File: src/rtl/irq_pkg.sv
package irq_pkg;
    typedef enum logic [0:0] {
        ST_IDLE    = 1'b0,
        ST_PRESENT = 1'b1
    } disp_state_e;

    typedef enum logic [1:0] {
        SEL_POSTED = 2'd0,
        SEL_MASK   = 2'd1,
        SEL_CTRL   = 2'd2,
        SEL_NONE   = 2'd3
    } reg_sel_e;
endpackage

File: src/rtl/irq_src_detect.sv
module irq_src_detect #(
    parameter int          N_SRC     = 8,
    parameter logic [N_SRC-1:0] EDGE_MASK = 8'h90
) (
    input  logic             clk,
    input  logic             rst_n,
    input  logic [N_SRC-1:0] src_in,
    output logic [N_SRC-1:0] evt
);
    for (genvar i = 0; i < N_SRC; i++) begin : g_src
        if (EDGE_MASK[i]) begin : g_edge
            logic prev_q;
            always_ff @(posedge clk) begin
                if (!rst_n) prev_q <= 1'b0;
                else        prev_q <= src_in[i];
            end
            assign evt[i] = src_in[i] & ~prev_q;
        end else begin : g_pulse
            assign evt[i] = src_in[i];
        end
    end
endmodule

File: src/rtl/irq_regfile.sv
module irq_regfile
    import irq_pkg::*;
#(
    parameter int N_SRC    = 8,
    parameter int SWEN_BIT = 7
) (
    input  logic             clk,
    input  logic             rst_n,
    input  logic [N_SRC-1:0] evt,
    input  logic [N_SRC-1:0] ack_clr,
    input  logic [1:0]       reg_sel,
    input  logic             reg_wr,
    input  logic [N_SRC-1:0] reg_wdata,
    output logic [N_SRC-1:0] reg_rdata,
    output logic [N_SRC-1:0] posted_q,
    output logic [N_SRC-1:0] mask_q,
    output logic             swen_q
);
    logic             wr_post;
    logic [N_SRC-1:0] set_v;
    logic [N_SRC-1:0] clr_v;
    logic [N_SRC-1:0] ctrl_rd;

    assign wr_post = reg_wr && (reg_sel == SEL_POSTED);

    always_comb begin
        set_v = evt | (wr_post && swen_q ? reg_wdata : '0);
        clr_v = ack_clr | (wr_post ? ~reg_wdata : '0);
    end

    always_ff @(posedge clk) begin
        if (!rst_n) begin
            posted_q <= '0;
            mask_q   <= '0;
            swen_q   <= 1'b0;
        end else begin
            posted_q <= set_v | (posted_q & ~clr_v);
            if (reg_wr && reg_sel == SEL_MASK) mask_q <= reg_wdata;
            if (reg_wr && reg_sel == SEL_CTRL) swen_q <= reg_wdata[SWEN_BIT];
        end
    end

    always_comb begin
        ctrl_rd           = '0;
        ctrl_rd[SWEN_BIT] = swen_q;
        unique case (reg_sel)
            SEL_POSTED: reg_rdata = posted_q;
            SEL_MASK:   reg_rdata = mask_q;
            SEL_CTRL:   reg_rdata = ctrl_rd;
            default:    reg_rdata = '0;
        endcase
    end
endmodule

File: src/rtl/irq_prio_enc.sv
module irq_prio_enc #(
    parameter int N_SRC = 8,
    localparam int IDXW = $clog2(N_SRC)
) (
    input  logic [N_SRC-1:0] active,
    output logic             any,
    output logic [IDXW-1:0]  idx
);
    always_comb begin
        any = |active;
        idx = '0;
        for (int i = N_SRC - 1; i >= 0; i--) begin
            if (active[i]) idx = IDXW'(i);
        end
    end
endmodule

File: src/rtl/irq_dispatch_fsm.sv
module irq_dispatch_fsm
    import irq_pkg::*;
#(
    parameter int          N_SRC    = 8,
    parameter logic [7:0]  VEC_BASE = 8'h04,
    parameter int          VEC_STEP = 4,
    localparam int IDXW = $clog2(N_SRC)
) (
    input  logic             clk,
    input  logic             rst_n,
    input  logic [N_SRC-1:0] active,
    input  logic             any,
    input  logic [IDXW-1:0]  win_idx,
    input  logic             irq_ack,
    output logic             irq_req,
    output logic [7:0]       irq_vec,
    output logic [N_SRC-1:0] ack_clr
);
    disp_state_e     state_q, state_d;
    logic [IDXW-1:0] idx_q, idx_d;
    logic            still_live;

    assign still_live = active[idx_q];

    // next state
    always_comb begin
        state_d = state_q;
        idx_d   = idx_q;
        unique case (state_q)
            ST_IDLE: begin
                if (any) begin              // grant
                    state_d = ST_PRESENT;
                    idx_d   = win_idx;
                end
            end
            ST_PRESENT: begin
                if (!still_live)            // withdraw
                    state_d = ST_IDLE;
                else if (irq_ack)           // retire
                    state_d = ST_IDLE;
            end
            default: state_d = ST_IDLE;
        endcase
    end

    // state register
    always_ff @(posedge clk) begin
        if (!rst_n) begin
            state_q <= ST_IDLE;
            idx_q   <= '0;
        end else begin
            state_q <= state_d;
            idx_q   <= idx_d;
        end
    end

    // outputs
    always_comb begin
        irq_req = 1'b0;
        irq_vec = 8'h00;
        ack_clr = '0;
        unique case (state_q)
            ST_IDLE: ;
            ST_PRESENT: begin
                irq_req = still_live;
                if (still_live) begin
                    irq_vec = VEC_BASE + 8'(idx_q) * 8'(VEC_STEP);
                    if (irq_ack) ack_clr[idx_q] = 1'b1;
                end
            end
            default: ;
        endcase
    end
endmodule

File: src/rtl/irq_post_ctrl.sv
module irq_post_ctrl #(
    parameter int          N_SRC     = 8,
    parameter logic [7:0]  EDGE_MASK = 8'h90,
    parameter logic [7:0]  VEC_BASE  = 8'h04,
    parameter int          VEC_STEP  = 4,
    parameter int          SWEN_BIT  = 7
) (
    input  logic             clk,
    input  logic             rst_n,
    input  logic [N_SRC-1:0] src_in,
    input  logic [1:0]       reg_sel,
    input  logic             reg_wr,
    input  logic [N_SRC-1:0] reg_wdata,
    output logic [N_SRC-1:0] reg_rdata,
    input  logic             irq_ack,
    output logic             irq_req,
    output logic [7:0]       irq_vec
);
    localparam int IDXW = $clog2(N_SRC);

    logic [N_SRC-1:0] hw_evt;
    logic [N_SRC-1:0] posted_q;
    logic [N_SRC-1:0] mask_q;
    logic             swen_q;
    logic [N_SRC-1:0] active;
    logic             any;
    logic [IDXW-1:0]  win_idx;
    logic [N_SRC-1:0] ack_clr;

    assign active = posted_q & mask_q;

    irq_src_detect #(.N_SRC(N_SRC), .EDGE_MASK(EDGE_MASK[N_SRC-1:0])) u_det (
        .clk(clk), .rst_n(rst_n), .src_in(src_in), .evt(hw_evt)
    );

    irq_regfile #(.N_SRC(N_SRC), .SWEN_BIT(SWEN_BIT)) u_regs (
        .clk(clk), .rst_n(rst_n), .evt(hw_evt), .ack_clr(ack_clr),
        .reg_sel(reg_sel), .reg_wr(reg_wr), .reg_wdata(reg_wdata),
        .reg_rdata(reg_rdata), .posted_q(posted_q), .mask_q(mask_q),
        .swen_q(swen_q)
    );

    irq_prio_enc #(.N_SRC(N_SRC)) u_prio (
        .active(active), .any(any), .idx(win_idx)
    );

    irq_dispatch_fsm #(.N_SRC(N_SRC), .VEC_BASE(VEC_BASE), .VEC_STEP(VEC_STEP)) u_fsm (
        .clk(clk), .rst_n(rst_n), .active(active), .any(any),
        .win_idx(win_idx), .irq_ack(irq_ack), .irq_req(irq_req),
        .irq_vec(irq_vec), .ack_clr(ack_clr)
    );
endmodule

File: config.mk
export PLATFORM = sky130hd
export DESIGN_NAME = irq_post_ctrl
export DESIGN_NICKNAME = d
export VERILOG_FILES = /design/src/rtl/irq_pkg.sv /design/src/rtl/irq_src_detect.sv /design/src/rtl/irq_regfile.sv /design/src/rtl/irq_prio_enc.sv /design/src/rtl/irq_dispatch_fsm.sv /design/src/rtl/irq_post_ctrl.sv
export SDC_FILE = /design/constraint.sdc
export NUM_CORES = 1
export LEC_CHECK = 0
export BUFFER_PORTS_ARGS = -buffer_cell sky130_fd_sc_hd__buf_2
export CORE_ASPECT_RATIO = 1.5
export CORE_MARGIN = 3
export CORE_UTILIZATION = 44
export DETAILED_ROUTE_END_ITERATION = 8
export PLACE_DENSITY_LB_ADDON = 0.1
export SYNTH_ARGS = -nofsm -noshare
export SYNTH_HDL_FRONTEND = slang
export SYNTH_SLANG_ARGS = --single-unit
File: constraint.sdc
create_clock -name clk -period 1.8 [get_ports clk]
set_input_delay 0.36 -clock clk [delete_from_list [all_inputs] [get_ports clk]]
set_output_delay 0.36 -clock clk [all_outputs]
set_load 0.02 [all_outputs]
# Yosys cells after proc, flatten, opt, wreduce, memory -nomap -nowiden
# Cells that the tools add are included.
# totals
out_inout_bits	17
register_bits	23
# op_classes
n_bitwise	12
add_sub_neg	1
reduce_logical	8
n_mux	25
magnitude_cmp	2
eq_ne	2
# ops
cell	n
$mux 8	7
$mux 3	8
$or 8x8->8	3
$pmux 8 s3	1
$and 8x8->8	2
$not 8->8	2
$reduce_or 8->1	1
$add 3x5->6 const A	1
$mux 1	6
$logic_and 1x1->1	5
$lt 3x4->1 const B	1
$bmux 1 s3	1
$demux 1 s3	1
$ge 3x1->1 const B	1
$not 1->1	3
$and 1x1->1	2
$eq 2x1->1 const B	1
$eq 2x2->1 const B	1
$logic_not 2->1	1
$pmux 1 s2	1
$reduce_and 2->1	1

# Longest topological paths before layout
# depth
ltp_word	11
ltp_mapped	6

# Cells and area by module
# Synthesis repeated with hierarchy kept, for this count alone.
# unflattened
cells_unflattened	184
hier_area_um2	1579.0
# modules_own_cells
module	instances	area_each_um2	cells_each
irq_regfile	1	862.1	95
irq_dispatch_fsm	1	460.4	56
irq_src_detect	1	125.1	12
irq_prio_enc	1	81.3	13
irq_post_ctrl	1	50.0	8

# Worst setup path before layout
# Ideal clock, no wire load.
# synth_timing
path_type	register to output
from	reg u_fsm.idx_q[1]
to	out irq_vec[4]
arrival_ps	1530
required_ps	1440
setup_slack_ps	-90
path_stages_with_launch	5
cell_sequence	dfxtp_1 > and2b_4 > a221oi_2 > o221ai_2 > nor3_1
# synth_via
elab_chain_cells	4
word_cells_on_any_way	5
cone_classes	add/sub: 1; mux: 4
# synth_lines
element	line	text
from (decl)	irq_dispatch_fsm.sv:20	logic [IDXW-1:0] idx_q, idx_d;
from (signal assigned)	irq_dispatch_fsm.sv:53	idx_q <= idx_d;
branches (longest 2 deep; another with $add 3x5->6)	--	
$mux 8 *	irq_dispatch_fsm.sv:66	if (still_live) begin
$mux 8 *	irq_dispatch_fsm.sv:62	unique case (state_q)
to (decl)	irq_post_ctrl.sv:17	output logic [7:0] irq_vec
# Every way passes the cells marked *. The select of a mux whose other input is x is not followed.

# Worst setup path after layout
# layout_timing
from	reg u_fsm.idx_q[1]
to	out irq_vec[3]
# The elaborated chain is that of the path after synthesis.

==> results.cfg <==
[detailed_routing]
routed_wl_um = 4440
remaining_drc_errors = 0
routed_wire_length_per_instance_um = 16.2
drt_iter0_markers = 74
vias = 1560
first_pass_iters = 4
antenna_violating_nets_post_route = 0
avgViaCountPerCell = 5.69

[place]
placement.cell_area_sq_um = 1880
placement.setup.worst_slack_ps = -11.6
numPortBuffers = 34
globalplace.congestion = 0.879
hpwlAfterDp_um = 3490
place.detailed.instances = 268

[synth]
netlist.top_cell.by_area = dfxtp_1
postSynthRegisterBits = 23
synth.cell_area_sq_um = 1510
postSynthCellCount = 175
avgSynthCellArea_sq_um = 8.61
synth_common_cells = dfxtp_1 (23), nor2_1 (22), mux2i_1 (17)
post-synth-top-area-fraction = 0.306
synth.area.top_cells = dfxtp_1 (31%), mux2i_1 (11%), nor2_1 (5.5%), a221oi_2 (4.0%), nand2_1 (3.2%)
synth_cell_types = 44
yosysSeqAreaShare = 0.306
number_of_enable_type_register_cells_in_the_synthesized_netlist = 0
synth.yosys.warnings = 0
synth.most_common_cell = dfxtp_1
synth-main-ff-cell = dfxtp_1
asyncSetResetFlopFracSynth = 0

[setup_path]
crit_path_end_kind = primary output
worst-endpoint-required_ps = 1440
critPathKind = reg2out
timing.reg2reg.setup_slack_ps = 200
critical_path_maximum_fanout = 6
critical_path.startpoint_type = flip-flop
worst_r2r_path_depth = 6
worstPathArrival_ps = 1690

[die]
die-width_um = 53.8
design.die.area_sq_um = 4180
fp-row-count = 25
start_util = 0.468
num_io_pins = 39
core_area_sq_um = 3220
floorplan.die.height_um = 77.7

[timing]
worst_pin_slew_ps = 542
max_clock_freq_mhz = 487
finalWorstPathRequiredPeriod_ps = 2050
worst_hold_slack_ps = 302
period_share = 1.14
finClkSkew_ps = 7.05
fin_setup_tns_ps = -1080
postLayoutSetupSlackWorst_ps = -253
timing.final.max_slew_violations = 0
finalSetupViolations = 5
number_of_endpoints_with_negative_hold_slack_in_the_final_report = 0
worst_slew_margin_rel = 0.638
grt_setup_unrepaired = true

[clock_tree]
cts_root_buf = clkbuf_8
ctsHtreeMaxLevel = 1
tritoncts = yes
cts.path.max_buffers = 2
clock_latency_ps = 270
clock_sinks = 23
clkTransAtPathRegs_ps = 90
tritoncts.num_buffers = 3

[worst_hold_path]
hold_path.class = in2reg
holdPathStages = 2

[global_routing]
met2_usage = 0.392
grt_antenna_before_repair = 0
gr-usage-all-layers = 0.232
vias_in_the_first_global_route = 1546
grt.busiest_layer = met2
gr-usage-met3 = 0.0345
first_pass_grt_wire_length_um = 7310
use_met1 = 0.285
largest_net_degree_at_the_start_of_global_routing = 17
grt.overflow.total = 0

[finish]
nNetsFinal = 258
multi_input_comb_area_sq_um = 1000
layout.cell_area.non_filler_sq_um = 2000
diodes = 0
finish.cell_count_without_fillers = 274
area.growth.synth_to_final_pct = 32.7
fill_count = 288
final_core_util = 0.621
post_route_cells_drive_above_1_share = 0.359
ff_latch_area_sq_um = 463

[flow_run]
drv_cap = 0

[outcome]
run_status = finished, violations left
violations = negative setup slack

[power]
power.clock.fraction = 0.276
power.share.sequential = 0.468
cellInternalPower_uw = 837
p_total_mw = 1.19
power.combinational.fraction = 0.256
switching_power_uw = 354
power_density_nw_per_um2 = 595
vdd_ir_drop_max_v = 0.000380
power.static_leakage_nw = 0.906
swShare = 0.297
==> flip-flops by register name (all words and copies together), names as in the netlist <==
signal	cells
u_fsm.state_q	1
u_det.g_src.g_edge.prev_q	2
u_regs.mask_q	8
u_regs.posted_q	8
u_fsm.idx_q	3
u_regs.swen_q	1
==> metal layers <==
layer	vias up	wire (um)
met1	730	1800
met2	55	2300
met5	-	0
met4	0	102
li1	765	-
met3	10	247
==> repair_timing <==
action,CTS,global route
pin swaps,5,2
buffers inserted,2,0
hold buffers,0,0
resized for setup,13,0
setup endpoints to repair,5,5
==> power groups by stage <==
| stage | combinational [mW] | clock, mW | sequential, mW |
|---|---|---|---|
| floorplan | 0.171 | 0 | 0.568 |
| global placement | 0.281 | 0 | 0.566 |
| detailed placement | 0.286 | 0 | 0.567 |
| CTS | 0.302 | 0.332 | 0.557 |
| global route | 0.331 | 0.354 | 0.561 |
| finish | 0.305 | 0.328 | 0.557 |
==> logic make-up after synthesis <==
logic type	Yosys count	share of synthesized area
buffers and inverters	19	0.0739
adders and majority gates	1	0.00830
other	1	0.00249
AOI/OAI and AO/OA	52	0.282
xor gates and xnor gates	1	0.00582
and+or+nand+nor	61	0.209
muxes	17	0.113
DFF	23	0.306
==> placed cells by master (no fill, tap or decap), types with 4 or more instances in the layout <==
master	n
o22ai_1	5
dfxtp_1	21
nor2_1	21
buf_2	29
a22oi_1	6
buf_4	37
o22a_1	4
conb_1	4
a21oi_1	8
mux2i_1	17
nand2b_1	4
inv_1	4
nand2_1	13
==> final cells by class <==
cell class / count / share of cell area
clock buffers: 4 / 0.0225
flip-flops and latches: 23 / 0.232
well taps: 40 / 0.0250
inverters: 5 / 0.00939
repair buffers: 66 / 0.212
multi-input cells: 136 / 0.500
==> final timing paths <==
| check | from | end |
|---|---|---|
| max | u_fsm.idx_q[1] | irq_vec[3] |
| min | src_in[7] | u_det.g_src[7].g_edge.prev_q |
| max reg2reg | u_fsm.idx_q[1] | u_regs.posted_q[2] |
| min reg2reg | u_regs.swen_q | u_regs.swen_q |
==> critical path, cell delays in order (launching register included) <==
cell and delay (ps):
dfxtp_2 350, and2b_4 210, a221oi_4 340, o221ai_4 180
nor3b_2 180, buf_4 160
Note: power is estimated with default switching activity, not from simulation.
